## config.mk

```make
export PLATFORM = sky130hd
export DESIGN_NAME = btb_fetch_predictor
export DESIGN_NICKNAME = d
export VERILOG_FILES = /design/src/rtl/btb_pkg.sv /design/src/rtl/btb_way_bank.sv /design/src/rtl/btb_select.sv /design/src/rtl/btb_ras.sv /design/src/rtl/btb_fetch_predictor.sv
export SDC_FILE = /design/constraint.sdc
export NUM_CORES = 2
export LEC_CHECK = 0
export ABC_AREA = 0
export BUFFER_PORTS_ARGS = -buffer_cell sky130_fd_sc_hd__buf_2
export CAP_MARGIN = 20
export CORE_ASPECT_RATIO = 0.8
export CORE_MARGIN = 8
export CORE_UTILIZATION = 59
export CTS_BUF_LIST = sky130_fd_sc_hd__clkbuf_4
export DETAILED_ROUTE_END_ITERATION = 6
export GPL_TIMING_DRIVEN = 0
export PLACE_DENSITY = 0.78
export SETUP_SLACK_MARGIN = 0.2
export SYNTH_ARGS = -nofsm -noshare
export SYNTH_HDL_FRONTEND = slang
export SYNTH_SLANG_ARGS = --single-unit
```

## constraint.sdc

```tcl
create_clock -name clk -period 6.6 [get_ports clk]
set_input_delay 0.66 -clock clk [delete_from_list [all_inputs] [get_ports clk]]
set_output_delay 0.66 -clock clk [all_outputs]
set_load 0.005 [all_outputs]
```

## src/rtl/btb_pkg.sv

```systemverilog
package btb_pkg;
  typedef enum logic [1:0] {
    K_COND = 2'd0,
    K_JUMP = 2'd1,
    K_CALL = 2'd2,
    K_RET  = 2'd3
  } br_kind_t;
endpackage

```

## src/rtl/btb_way_bank.sv

```systemverilog
module btb_way_bank #(
  parameter int PC_W   = 32,
  parameter int SETS   = 16,
  parameter int TAG_W  = 25,
  parameter int SLOT_W = 1
) (
  input  logic                    clk,
  input  logic                    rst_n,
  input  logic [$clog2(SETS)-1:0] rd_idx,
  input  logic [TAG_W-1:0]        rd_tag,
  input  logic                    wr_en,
  input  logic [$clog2(SETS)-1:0] wr_idx,
  input  logic [TAG_W-1:0]        wr_tag,
  input  logic [SLOT_W-1:0]       wr_slot,
  input  logic [1:0]              wr_kind,
  input  logic [PC_W-1:0]         wr_target,
  output logic                    hit,
  output logic [SLOT_W-1:0]       hit_slot,
  output logic [1:0]              hit_kind,
  output logic [PC_W-1:0]         hit_target
);
  logic [SETS-1:0]   valid_q;
  logic [TAG_W-1:0]  tag_q  [SETS];
  logic [SLOT_W-1:0] slot_q [SETS];
  logic [1:0]        kind_q [SETS];
  logic [PC_W-1:0]   tgt_q  [SETS];

  always_ff @(posedge clk) begin
    if (!rst_n) begin
      valid_q <= '0;
    end else if (wr_en) begin
      valid_q[wr_idx] <= 1'b1;
    end
  end

  always_ff @(posedge clk) begin
    if (wr_en) begin
      tag_q[wr_idx]  <= wr_tag;
      slot_q[wr_idx] <= wr_slot;
      kind_q[wr_idx] <= wr_kind;
      tgt_q[wr_idx]  <= wr_target;
    end
  end

  assign hit        = valid_q[rd_idx] && (tag_q[rd_idx] == rd_tag);
  assign hit_slot   = slot_q[rd_idx];
  assign hit_kind   = kind_q[rd_idx];
  assign hit_target = tgt_q[rd_idx];
endmodule

```

## src/rtl/btb_select.sv

```systemverilog
module btb_select #(
  parameter int WAYS   = 2,
  parameter int SPW    = 2,
  parameter int SLICES = 4,
  parameter int SLOT_W = 1,
  parameter int OFF_W  = 2,
  parameter int WAY_W  = 1
) (
  input  logic [WAYS-1:0]             way_hit,
  input  logic [WAYS-1:0][SLOT_W-1:0] way_slot,
  input  logic [WAYS-1:0][1:0]        way_kind,
  input  logic [SLICES-1:0]           cond_taken,
  input  logic [OFF_W-1:0]            fetch_off,
  output logic                        sel_valid,
  output logic [WAY_W-1:0]            sel_way,
  output logic [OFF_W-1:0]            sel_slice
);
  import btb_pkg::*;

  // Walk from the highest way down so the lowest qualifying slice is kept.
  always_comb begin
    sel_valid = 1'b0;
    sel_way   = '0;
    sel_slice = '0;
    for (int w = WAYS - 1; w >= 0; w--) begin
      int  s;
      logic take;
      s    = w * SPW + int'(way_slot[w]);
      take = (way_kind[w] == K_COND) ? cond_taken[s] : 1'b1;
      if (way_hit[w] && (s >= int'(fetch_off)) && take) begin
        sel_valid = 1'b1;
        sel_way   = WAY_W'(w);
        sel_slice = OFF_W'(s);
      end
    end
  end
endmodule

```

## src/rtl/btb_ras.sv

```systemverilog
module btb_ras #(
  parameter int PC_W  = 32,
  parameter int DEPTH = 4
) (
  input  logic            clk,
  input  logic            rst_n,
  input  logic            push,
  input  logic            pop,
  input  logic [PC_W-1:0] push_addr,
  output logic [PC_W-1:0] top
);
  localparam int PTR_W = $clog2(DEPTH);

  logic [PTR_W-1:0] ptr_q;
  logic [PC_W-1:0]  mem_q [DEPTH];
  logic [PTR_W-1:0] ptr_up;

  assign ptr_up = ptr_q + PTR_W'(1);

  // Circular storage: a push past the depth overwrites the oldest entry.
  always_ff @(posedge clk) begin
    if (!rst_n) begin
      ptr_q <= '0;
      for (int i = 0; i < DEPTH; i++) mem_q[i] <= '0;
    end else if (push) begin
      mem_q[ptr_up] <= push_addr;
      ptr_q         <= ptr_up;
    end else if (pop) begin
      ptr_q <= ptr_q - PTR_W'(1);
    end
  end

  assign top = mem_q[ptr_q];
endmodule

```

## src/rtl/btb_fetch_predictor.sv

```systemverilog
module btb_fetch_predictor #(
  parameter int PC_W      = 32,
  parameter int SLICES    = 4,
  parameter int WAYS      = 2,
  parameter int SETS      = 16,
  parameter int RAS_DEPTH = 4
) (
  input  logic                      clk,
  input  logic                      rst_n,
  input  logic                      fetch_valid_i,
  input  logic [PC_W-1:0]           fetch_pc_i,
  input  logic [SLICES-1:0]         cond_taken_i,
  input  logic                      learn_valid_i,
  input  logic                      learn_mispredict_i,
  input  logic [PC_W-1:0]           learn_pc_i,
  input  logic [1:0]                learn_kind_i,
  input  logic [PC_W-1:0]           learn_target_i,
  output logic                      fetch_stall_o,
  output logic                      flush_o,
  output logic                      redirect_valid_o,
  output logic [PC_W-1:0]           redirect_pc_o,
  output logic [$clog2(SLICES)-1:0] pred_slice_o,
  output logic                      hist_update_o
);
  import btb_pkg::*;

  localparam int SPW    = SLICES / WAYS;
  localparam int OFF_W  = $clog2(SLICES);
  localparam int BYTE_W = OFF_W + 1;
  localparam int IDX_W  = $clog2(SETS);
  localparam int TAG_W  = PC_W - BYTE_W - IDX_W;
  localparam int SLOT_W = (SPW > 1) ? $clog2(SPW) : 1;
  localparam int WAY_W  = (WAYS > 1) ? $clog2(WAYS) : 1;

  // Address of the instruction after the one ending in the given slice.
  function automatic logic [PC_W-1:0] next_after_slice(input logic [PC_W-1:0] pc,
                                                       input logic [OFF_W-1:0] slice);
    logic [PC_W-1:0] base;
    base = {pc[PC_W-1:BYTE_W], {BYTE_W{1'b0}}};
    return base + ((PC_W'(slice) + PC_W'(1)) << 1);
  endfunction

  // Pending learn write, applied one cycle after acceptance.
  logic              pend_v;
  logic [IDX_W-1:0]  pend_idx;
  logic [TAG_W-1:0]  pend_tag;
  logic [OFF_W-1:0]  pend_slice;
  logic [1:0]        pend_kind;
  logic [PC_W-1:0]   pend_tgt;

  always_ff @(posedge clk) begin
    if (!rst_n) pend_v <= 1'b0;
    else        pend_v <= learn_valid_i && learn_mispredict_i;
  end

  always_ff @(posedge clk) begin
    pend_idx   <= learn_pc_i[BYTE_W +: IDX_W];
    pend_tag   <= learn_pc_i[PC_W-1 -: TAG_W];
    pend_slice <= learn_pc_i[BYTE_W-1:1];
    pend_kind  <= learn_kind_i;
    pend_tgt   <= learn_target_i;
  end

  logic unused_pc_bits;
  assign unused_pc_bits = fetch_pc_i[0] ^ learn_pc_i[0];

  logic [WAYS-1:0]             w_hit;
  logic [WAYS-1:0][SLOT_W-1:0] w_slot;
  logic [WAYS-1:0][1:0]        w_kind;
  logic [WAYS-1:0][PC_W-1:0]   w_tgt;

  for (genvar w = 0; w < WAYS; w++) begin : g_way
    logic wr_here;
    assign wr_here = pend_v && (int'(pend_slice) / SPW == w);
    btb_way_bank #(.PC_W(PC_W), .SETS(SETS), .TAG_W(TAG_W), .SLOT_W(SLOT_W)) u_bank (
      .clk       (clk),
      .rst_n     (rst_n),
      .rd_idx    (fetch_pc_i[BYTE_W +: IDX_W]),
      .rd_tag    (fetch_pc_i[PC_W-1 -: TAG_W]),
      .wr_en     (wr_here),
      .wr_idx    (pend_idx),
      .wr_tag    (pend_tag),
      .wr_slot   (SLOT_W'(int'(pend_slice) % SPW)),
      .wr_kind   (pend_kind),
      .wr_target (pend_tgt),
      .hit       (w_hit[w]),
      .hit_slot  (w_slot[w]),
      .hit_kind  (w_kind[w]),
      .hit_target(w_tgt[w])
    );
  end

  logic             sel_valid;
  logic [WAY_W-1:0] sel_way;
  logic [OFF_W-1:0] sel_slice;

  btb_select #(.WAYS(WAYS), .SPW(SPW), .SLICES(SLICES), .SLOT_W(SLOT_W),
               .OFF_W(OFF_W), .WAY_W(WAY_W)) u_sel (
    .way_hit   (w_hit),
    .way_slot  (w_slot),
    .way_kind  (w_kind),
    .cond_taken(cond_taken_i),
    .fetch_off (fetch_pc_i[BYTE_W-1:1]),
    .sel_valid (sel_valid),
    .sel_way   (sel_way),
    .sel_slice (sel_slice)
  );

  // Named internal events, visible to the bound checker.
  logic            lookup_en;
  logic            take_event;
  logic [1:0]      sel_kind;
  logic            ras_push;
  logic            ras_pop;
  logic [PC_W-1:0] ras_top;

  assign lookup_en  = fetch_valid_i && !pend_v;
  assign take_event = lookup_en && sel_valid;
  assign sel_kind   = w_kind[sel_way];
  assign ras_push   = take_event && (sel_kind == K_CALL);
  assign ras_pop    = take_event && (sel_kind == K_RET);

  btb_ras #(.PC_W(PC_W), .DEPTH(RAS_DEPTH)) u_ras (
    .clk      (clk),
    .rst_n    (rst_n),
    .push     (ras_push),
    .pop      (ras_pop),
    .push_addr(next_after_slice(fetch_pc_i, sel_slice)),
    .top      (ras_top)
  );

  assign fetch_stall_o    = pend_v;
  assign redirect_valid_o = take_event;
  assign flush_o          = take_event;
  assign hist_update_o    = take_event;
  assign redirect_pc_o    = (sel_kind == K_RET) ? ras_top : w_tgt[sel_way];
  assign pred_slice_o     = sel_slice;
endmodule

```

-- Yosys cells after proc, flatten, opt, wreduce, memory -nomap -nowiden
Memory sizes are Yosys's and may differ from the RTL's. A register that Yosys moved wholly into a read port is not among the register bits.
Index checks and enable logic that the tools add are counted.
- register bits after elaboration: 100
- bits in latches: 0
- memory bits (writable): 2048
- ROM bits: 0
- input bits: 107
- output and inout bits: 38
- word-level logic and storage cells: 95
- memories: 9
- memories (memory ; depth ; bits a word ; rd ports ; clocked after Yosys merged registers in ; wr ports ; line ; source):
    g_way[0].u_bank.tgt_q ; 16 ; 32 ; 1 ; 0 ; 1 ; btb_way_bank.sv:26 ; logic [PC_W-1:0] tgt_q [SETS];
    g_way[1].u_bank.tgt_q ; 16 ; 32 ; 1 ; 0 ; 1 ; btb_way_bank.sv:26 ;
    g_way[0].u_bank.tag_q ; 16 ; 25 ; 1 ; 0 ; 1 ; btb_way_bank.sv:23 ; logic [TAG_W-1:0] tag_q [SETS];
    g_way[1].u_bank.tag_q ; 16 ; 25 ; 1 ; 0 ; 1 ; btb_way_bank.sv:23 ;
    u_ras.mem_q ; 4 ; 32 ; 1 ; 1 ; 4 ; btb_ras.sv:15 ; logic [PC_W-1:0] mem_q [DEPTH];
    g_way[0].u_bank.kind_q ; 16 ; 2 ; 1 ; 0 ; 1 ; btb_way_bank.sv:25 ; logic [1:0] kind_q [SETS];
    +3 memories ; n/a ; n/a ; n/a ; n/a ; n/a ; n/a ;
- add/sub/neg operators: 5
- multiply operators: 0
- div/mod/pow operators: 0
- $lt $le $gt $ge: 8
- equality and inequality tests: 4
- shifts and indexed selects: 0
- multiplexer cells: 38
- bitwise operators: 2
- reductions and logical operators: 20
- operators with widths (operator ; number):
    $mux W32 ; 4
    $eq A25 B25 Y1 ; 2
    $add A32 B4 Y32 ; 1
    $ge A32 B3 Y1 ; 1
    $logic_not A32 Y1 ; 1
    $lt A32 B4 Y1 const B ; 1
    $or A16 B16 Y16 ; 2
    $reduce_or A32 Y1 ; 1
    $mux W1 ; 21
    $mux W2 ; 9
    $logic_and A1 B1 Y1 ; 14
    $lt A4 B5 Y1 const B ; 2
    $bmux W1 S4 ; 2
    $demux W1 S4 ; 1
    $eq A2 B2 Y1 const B ; 2
    $ge A4 B1 Y1 const B ; 1
    $logic_not A2 Y1 ; 2
    $add A2 B1 Y3 const A ; 1
    $add A2 B1 Y3 const B ; 1
    $lt A1 B3 Y1 const B ; 1
    $add A2 B1 Y2 const B ; 1
    $bmux W1 S2 ; 1
    $ge A1 B2 Y1 ; 1
    $lt A1 B2 Y1 const B ; 1
    other kinds (3) ; 3

-- Longest topological paths before layout
An unclocked memory read counts as a cell.
- word-level depth: 18
- mapped depth: 29
- gate-level depth less buffers: 25

-- Hierarchy
Synthesis repeated with hierarchy kept, for this count alone.
- cells, all modules: 3699
- area total of the unflattened synthesis: 83274.9 um2
- modules (own cells, without submodules) (module ; times used ; cells an instance ; area an instance (um2) ; seq. area each (um2)):
    btb_way_bank ; 2 ; 1535 ; 37370.8 ; 29148.0
    btb_ras ; 1 ; 336 ; 5728.0 ; 3923.8
    btb_fetch_predictor ; 1 ; 275 ; 2666.3 ; 1321.3
    btb_select ; 1 ; 18 ; 138.9 ; 0.0

-- Worst setup path before layout
Ideal clock, no wire load.
- path type: input-to-reg
- start point: input fetch_pc_i[3]
- end point: memory u_ras.mem_q[0][10] (enable)
- setup time: 0.462 ns
- arrival: 6.787 ns
- required time: 6.138 ns
- path slack: -0.650 ns
- stages on the path: 19
- buffers on the path: 5
- cell sequence: buf_6 buf_2 buf_4 buf_4 mux4_2 inv_1 ha_1 nor2b_1 a311oi_1 o21ai_1 or4_1 a2111o_1 nor4_2 nand4_2 nor2b_1 buf_6 mux2_4 nand3b_1 o21ai_0
- RTL lines (element ; line ; source):
    from (decl) ; btb_fetch_predictor.sv:11 ; input logic [PC_W-1:0] fetch_pc_i,
    to (decl) ; btb_ras.sv:15 ;

-- Worst setup path in the final report
- start point: input fetch_pc_i[5]
- end point: output redirect_pc_o[22]
- longest elaborated chain between the ends: 13
- elaborated cells between the ends (all ways): 40
- those cells by class: 1 x add/sub; 2 x order compare; 3 x eq/ne; 18 x mux; 8 x reduce/logical; 8 x memory
- ends and longest elaborated chain (element ; line ; source):
    parallel branches: the longest is 12 deep, another holds $ge A32 B3 Y1 ; n/a ;
    $mux W32 * ; btb_fetch_predictor.sv:136 ; assign redirect_pc_o = (sel_kind == K_RET) ? ras_top : w_tgt[sel_way];
    to (decl) ; btb_fetch_predictor.sv:21 ; output logic [PC_W-1:0] redirect_pc_o,
Every way passes the cells marked *. The select of a mux whose other input is x is not followed.

==> impl_summary.log <==
[metrics] fin crit share: 103%
[metrics] startpoint type of the worst setup path: primary input
[metrics] mean number of vias per cell: 6.81
[metrics] final weighted congestion in routability-driven placement: 1.03
[metrics] number of clock sinks: 2146
[metrics] most frequent cell after synthesis: edfxtp_1
[metrics] Layout Skew: 153 ps
[metrics] relative slew slack: 17.1%
[metrics] number of global-route vias before repair: 48900
[metrics] routed wire length: 261000 um
[metrics] die height: 354 um
[metrics] fmax: 0.147 GHz
[metrics] number of maximum-capacitance constraint violations: 0
[metrics] overall die width: 438 um
[metrics] worst path cell trace: buf_2 -> buf_2 -> buf_2 -> buf_2 -> clkdlybuf4s15_1 -> buf_2 -> clkdlybuf4s15_1 -> clkbuf_1 -> mux4_2 -> mux2_2 -> mux2_2 -> buf_2
[metrics] sequential cell area fraction in the yosys report: 75.5%
[metrics] CTS Buffer Depth: 4
[metrics] Async SR Flop Fraction: 0%
[metrics] Syn-to-layout area delta: 18.6%
[metrics] fraction of final layout cells with drive strength greater than 1: 36.2%
[metrics] total number of vias: 49100
[metrics] Peak VDD IR: 0.204 mV
[metrics] start-to-end type of the worst setup path: in2out
[metrics] endpoint class of the critical path: output port
[metrics] leakage component of the power: 0.0332 uW
[metrics] total I/O pin count: 145
[metrics] DR iter-0 viols: 8304
[metrics] DRC violations left: 2
[metrics] Hold WC Path Type: in2reg
[metrics] Most Frequent Cell on Critical Path: buf_2
[metrics] violations in the final reports: design-rule violations, negative setup slack
[metrics] number of nets with antenna violations after detailed routing: 0
[metrics] maximum cell stage delay along the critical path: 800 ps
[metrics] Data required, critical path: 5940 ps
[metrics] global-route wire length before repair: 358000 um
[metrics] placeable core region: 142000 sq um
[metrics] TritonCTS clock tree: yes
[metrics] slowest stage cell, crit path: clkdlybuf4s15_1
[metrics] cell area after technology mapping: 84000 sq um
[metrics] detailed-routing iteration count for the pre-antenna-repair pass: 7
[metrics] ranking of synthesized cells by instance count: edfxtp_1 (2044), mux4_2 (527), mux2i_1 (183)
[metrics] warnings from Yosys: 0
[metrics] clock transition at the registers of the reported paths: 60 ps
[metrics] total count of hold-check failures in the final report: 0
[metrics] number of enable flip-flop cells after synthesis: 2044
[metrics] antenna violations before repair: 14
[metrics] final HPWL from detailed placement: 173000 um
[metrics] clk_lat worst skew: 1390 ps
[metrics] Post-Place Cells: 6101
[metrics] library cell with the largest summed area after synthesis: edfxtp_1
[metrics] filler cell count: 8496
[metrics] final-report max-slew violation count: 0
[metrics] Final Net Count: 5046
[metrics] setup slack on the worst flop-to-flop path: 350 ps
[metrics] Cell Rows: 124
[metrics] worst-path maximum fanout: 10
[metrics] final setup fails: 31
[metrics] power density over cell area: 282 nW/um^2
[metrics] wire length per cell: 36.2 um
[metrics] fraction of synthesized cell area taken by the top area cell type: 73.0%
[metrics] number of buffers created by CTS: 536
[metrics] effective utilization at floorplan: 59.1%
[metrics] area of the multi-input gates: 19900 sq um
[metrics] outcome: finished with violations
[metrics] minimum setup slack in the final design: -225 ps
[metrics] Sequential cell area: 63400 sq um
[metrics] maximum number of pins on one net before global-route repair: 33
[metrics] synthesis-stage register bit count: 2146
[metrics] synth unique cells: 88
[metrics] Place WS: -3250 ps
[metrics] DIE AREA: 155000 sq um
[metrics] predominant post-synthesis flop cell: edfxtp_1
[metrics] post-route insts no fill: 7205
[metrics] Avg Synthesized Cell Area: 21.3 sq um
[metrics] setup repair after global routing missed its margin: true
[metrics] global route total overflow: 0
[metrics] # port buffers: 129
[metrics] Mapped Cells: 3941
[metrics] CTS H-tree lvls: 6
[metrics] total routing resource utilization after global routing: 33.0%
[metrics] cell chosen for the clock root: clkbuf_4
[metrics] Synth Net Count: 4053
[metrics] most area-consuming cells after synthesis: edfxtp_1 (73%), mux4_2 (14%), dfxtp_1 (2.4%)
[metrics] final worst path period need: 6830 ps
[metrics] worst hold-check slack: 121 ps
[metrics] Data arrival, critical path: 6170 ps
[metrics] Tightest Pin Transition: 1240 ps
-- layout make-up --
cell class                 instances  area share, %
sequential                      2146           63.6
clock inverter                   128          0.796
multi-input combinational       1548           20.0
inverter                          20         0.0753
antenna                           16         0.0402
buffer                           227           1.31
clock buffer                     775           5.84
timing repair buffer             455           5.94
tap                             1890           2.37
-- final timing paths --
kind,start,end,cells after the start
max,fetch_pc_i[5],redirect_pc_o[22],12
min,fetch_pc_i[13],u_ras.mem_q[3][13]$_DFFE_PP_,4
max reg2reg,g_way[0].u_bank.slot_q[14]$_DFFE_PP_,u_ras.mem_q[2][31]$_SDFFCE_PN0P_,26
min reg2reg,g_way[0].u_bank.valid_q[15]$_SDFFE_PN0P_,g_way[0].u_bank.valid_q[15]$_SDFFE_PN0P_,1
-- kinds of logic (layout without fill, tap and decap cells) --
logic type      count (synthesis)  after routing  synth area share [%]
fa+ha+maj                       5              5                0.0745
simple gates                  442            442                  2.69
flops                        2146           2146                  75.5
xor+xnor                       73             73                 0.761
mux                           795            795                  17.4
buf+inv                       247           1605                  1.50
other cells                     0             16                     0
compound gates                233            233                  2.05
-- state kept, by name, indices dropped and copies added, names as in the netlist, named ones only --
name	cells
pend_idx	4
g_way.u_bank.kind_q	64
pend_tag	25
fetch_stall_o	1
u_ras.ptr_q	2
pend_slice	2
pend_tgt	32
g_way.u_bank.valid_q	32
g_way.u_bank.slot_q	32
pend_kind	2
g_way.u_bank.tgt_q	1024
u_ras.mem_q	124
g_way.u_bank.tag_q	800
-- critical path: cells and delay by family --
kind,cells,cell delay [ps]
buffers and inverters,9,4440
multiplexers,3,1030
-- report_power, final --
| part | switching (uW) | leakage (uW) | internal [uW] | total, uW |
|---|---|---|---|---|
| Clock | 5340 | 0.00396 | 5810 | 11100 |
| Sequential | 150 | 0.0194 | 15000 | 15100 |
| Combinational | 1030 | 0.00984 | 774 | 1800 |
| Total | 6520 | 0.0332 | 21600 | 28100 |
-- layout by cell type, fill, tap and decap left out, drive strengths merged, types with 24 or more instances in the layout --
| master | Yosys | final |
|---|---|---|
| clkinv | 4 | 105 |
| o21ai | 33 | 33 |
| nand3 | 30 | 30 |
| nor3 | 113 | 113 |
| inv | 16 | 29 |
| a22o | 24 | 24 |
| mux2 | 85 | 85 |
| xnor2 | 49 | 49 |
| o21a | 34 | 34 |
| xor2 | 24 | 24 |
| mux2i | 183 | 183 |
| dfxtp | 102 | 102 |
| clkbuf | 102 | 878 |
| a22oi | 42 | 42 |
| nor2 | 99 | 99 |
| nor2b | 25 | 25 |
| mux4 | 527 | 527 |
| dlygate4sd3 | 0 | 141 |
| edfxtp | 2044 | 2044 |
| buf | 125 | 435 |
| nand2 | 71 | 71 |
-- routing by layer --
metal	GRT usage [%]	share of wire, %
met5	0	0
met4	14.3	4.5
met3	12.4	17
met2	46.7	43
met1	46.5	35
-- through the flow --
step	power (uW)	setup TNS [ps]	util, %	cell area (sq um)
6_report	28100	-4760	70.1	99600
4_1_cts	28000	-5030	69.6	99000
5_1_grt	28900	-7450	70.1	99600
2_1_floorplan	16200	0	-	84000
3_5_place_dp	17000	-495950	63.6	90400
3_3_place_gp	16900	-4574520	61.2	87000
-- repair_timing --
action | CTS | global route
gates cloned | 1 | 1
gates resized for setup | 111 | 20
pin swaps | 9 | 4
endpoints found under the setup margin | 246 | 59
hold buffers | 141 | 0
endpoints found under the hold margin | 111 | 0
setup buffers | 10 | 7
No activity file was read; power rests on OpenSTA's default activity.
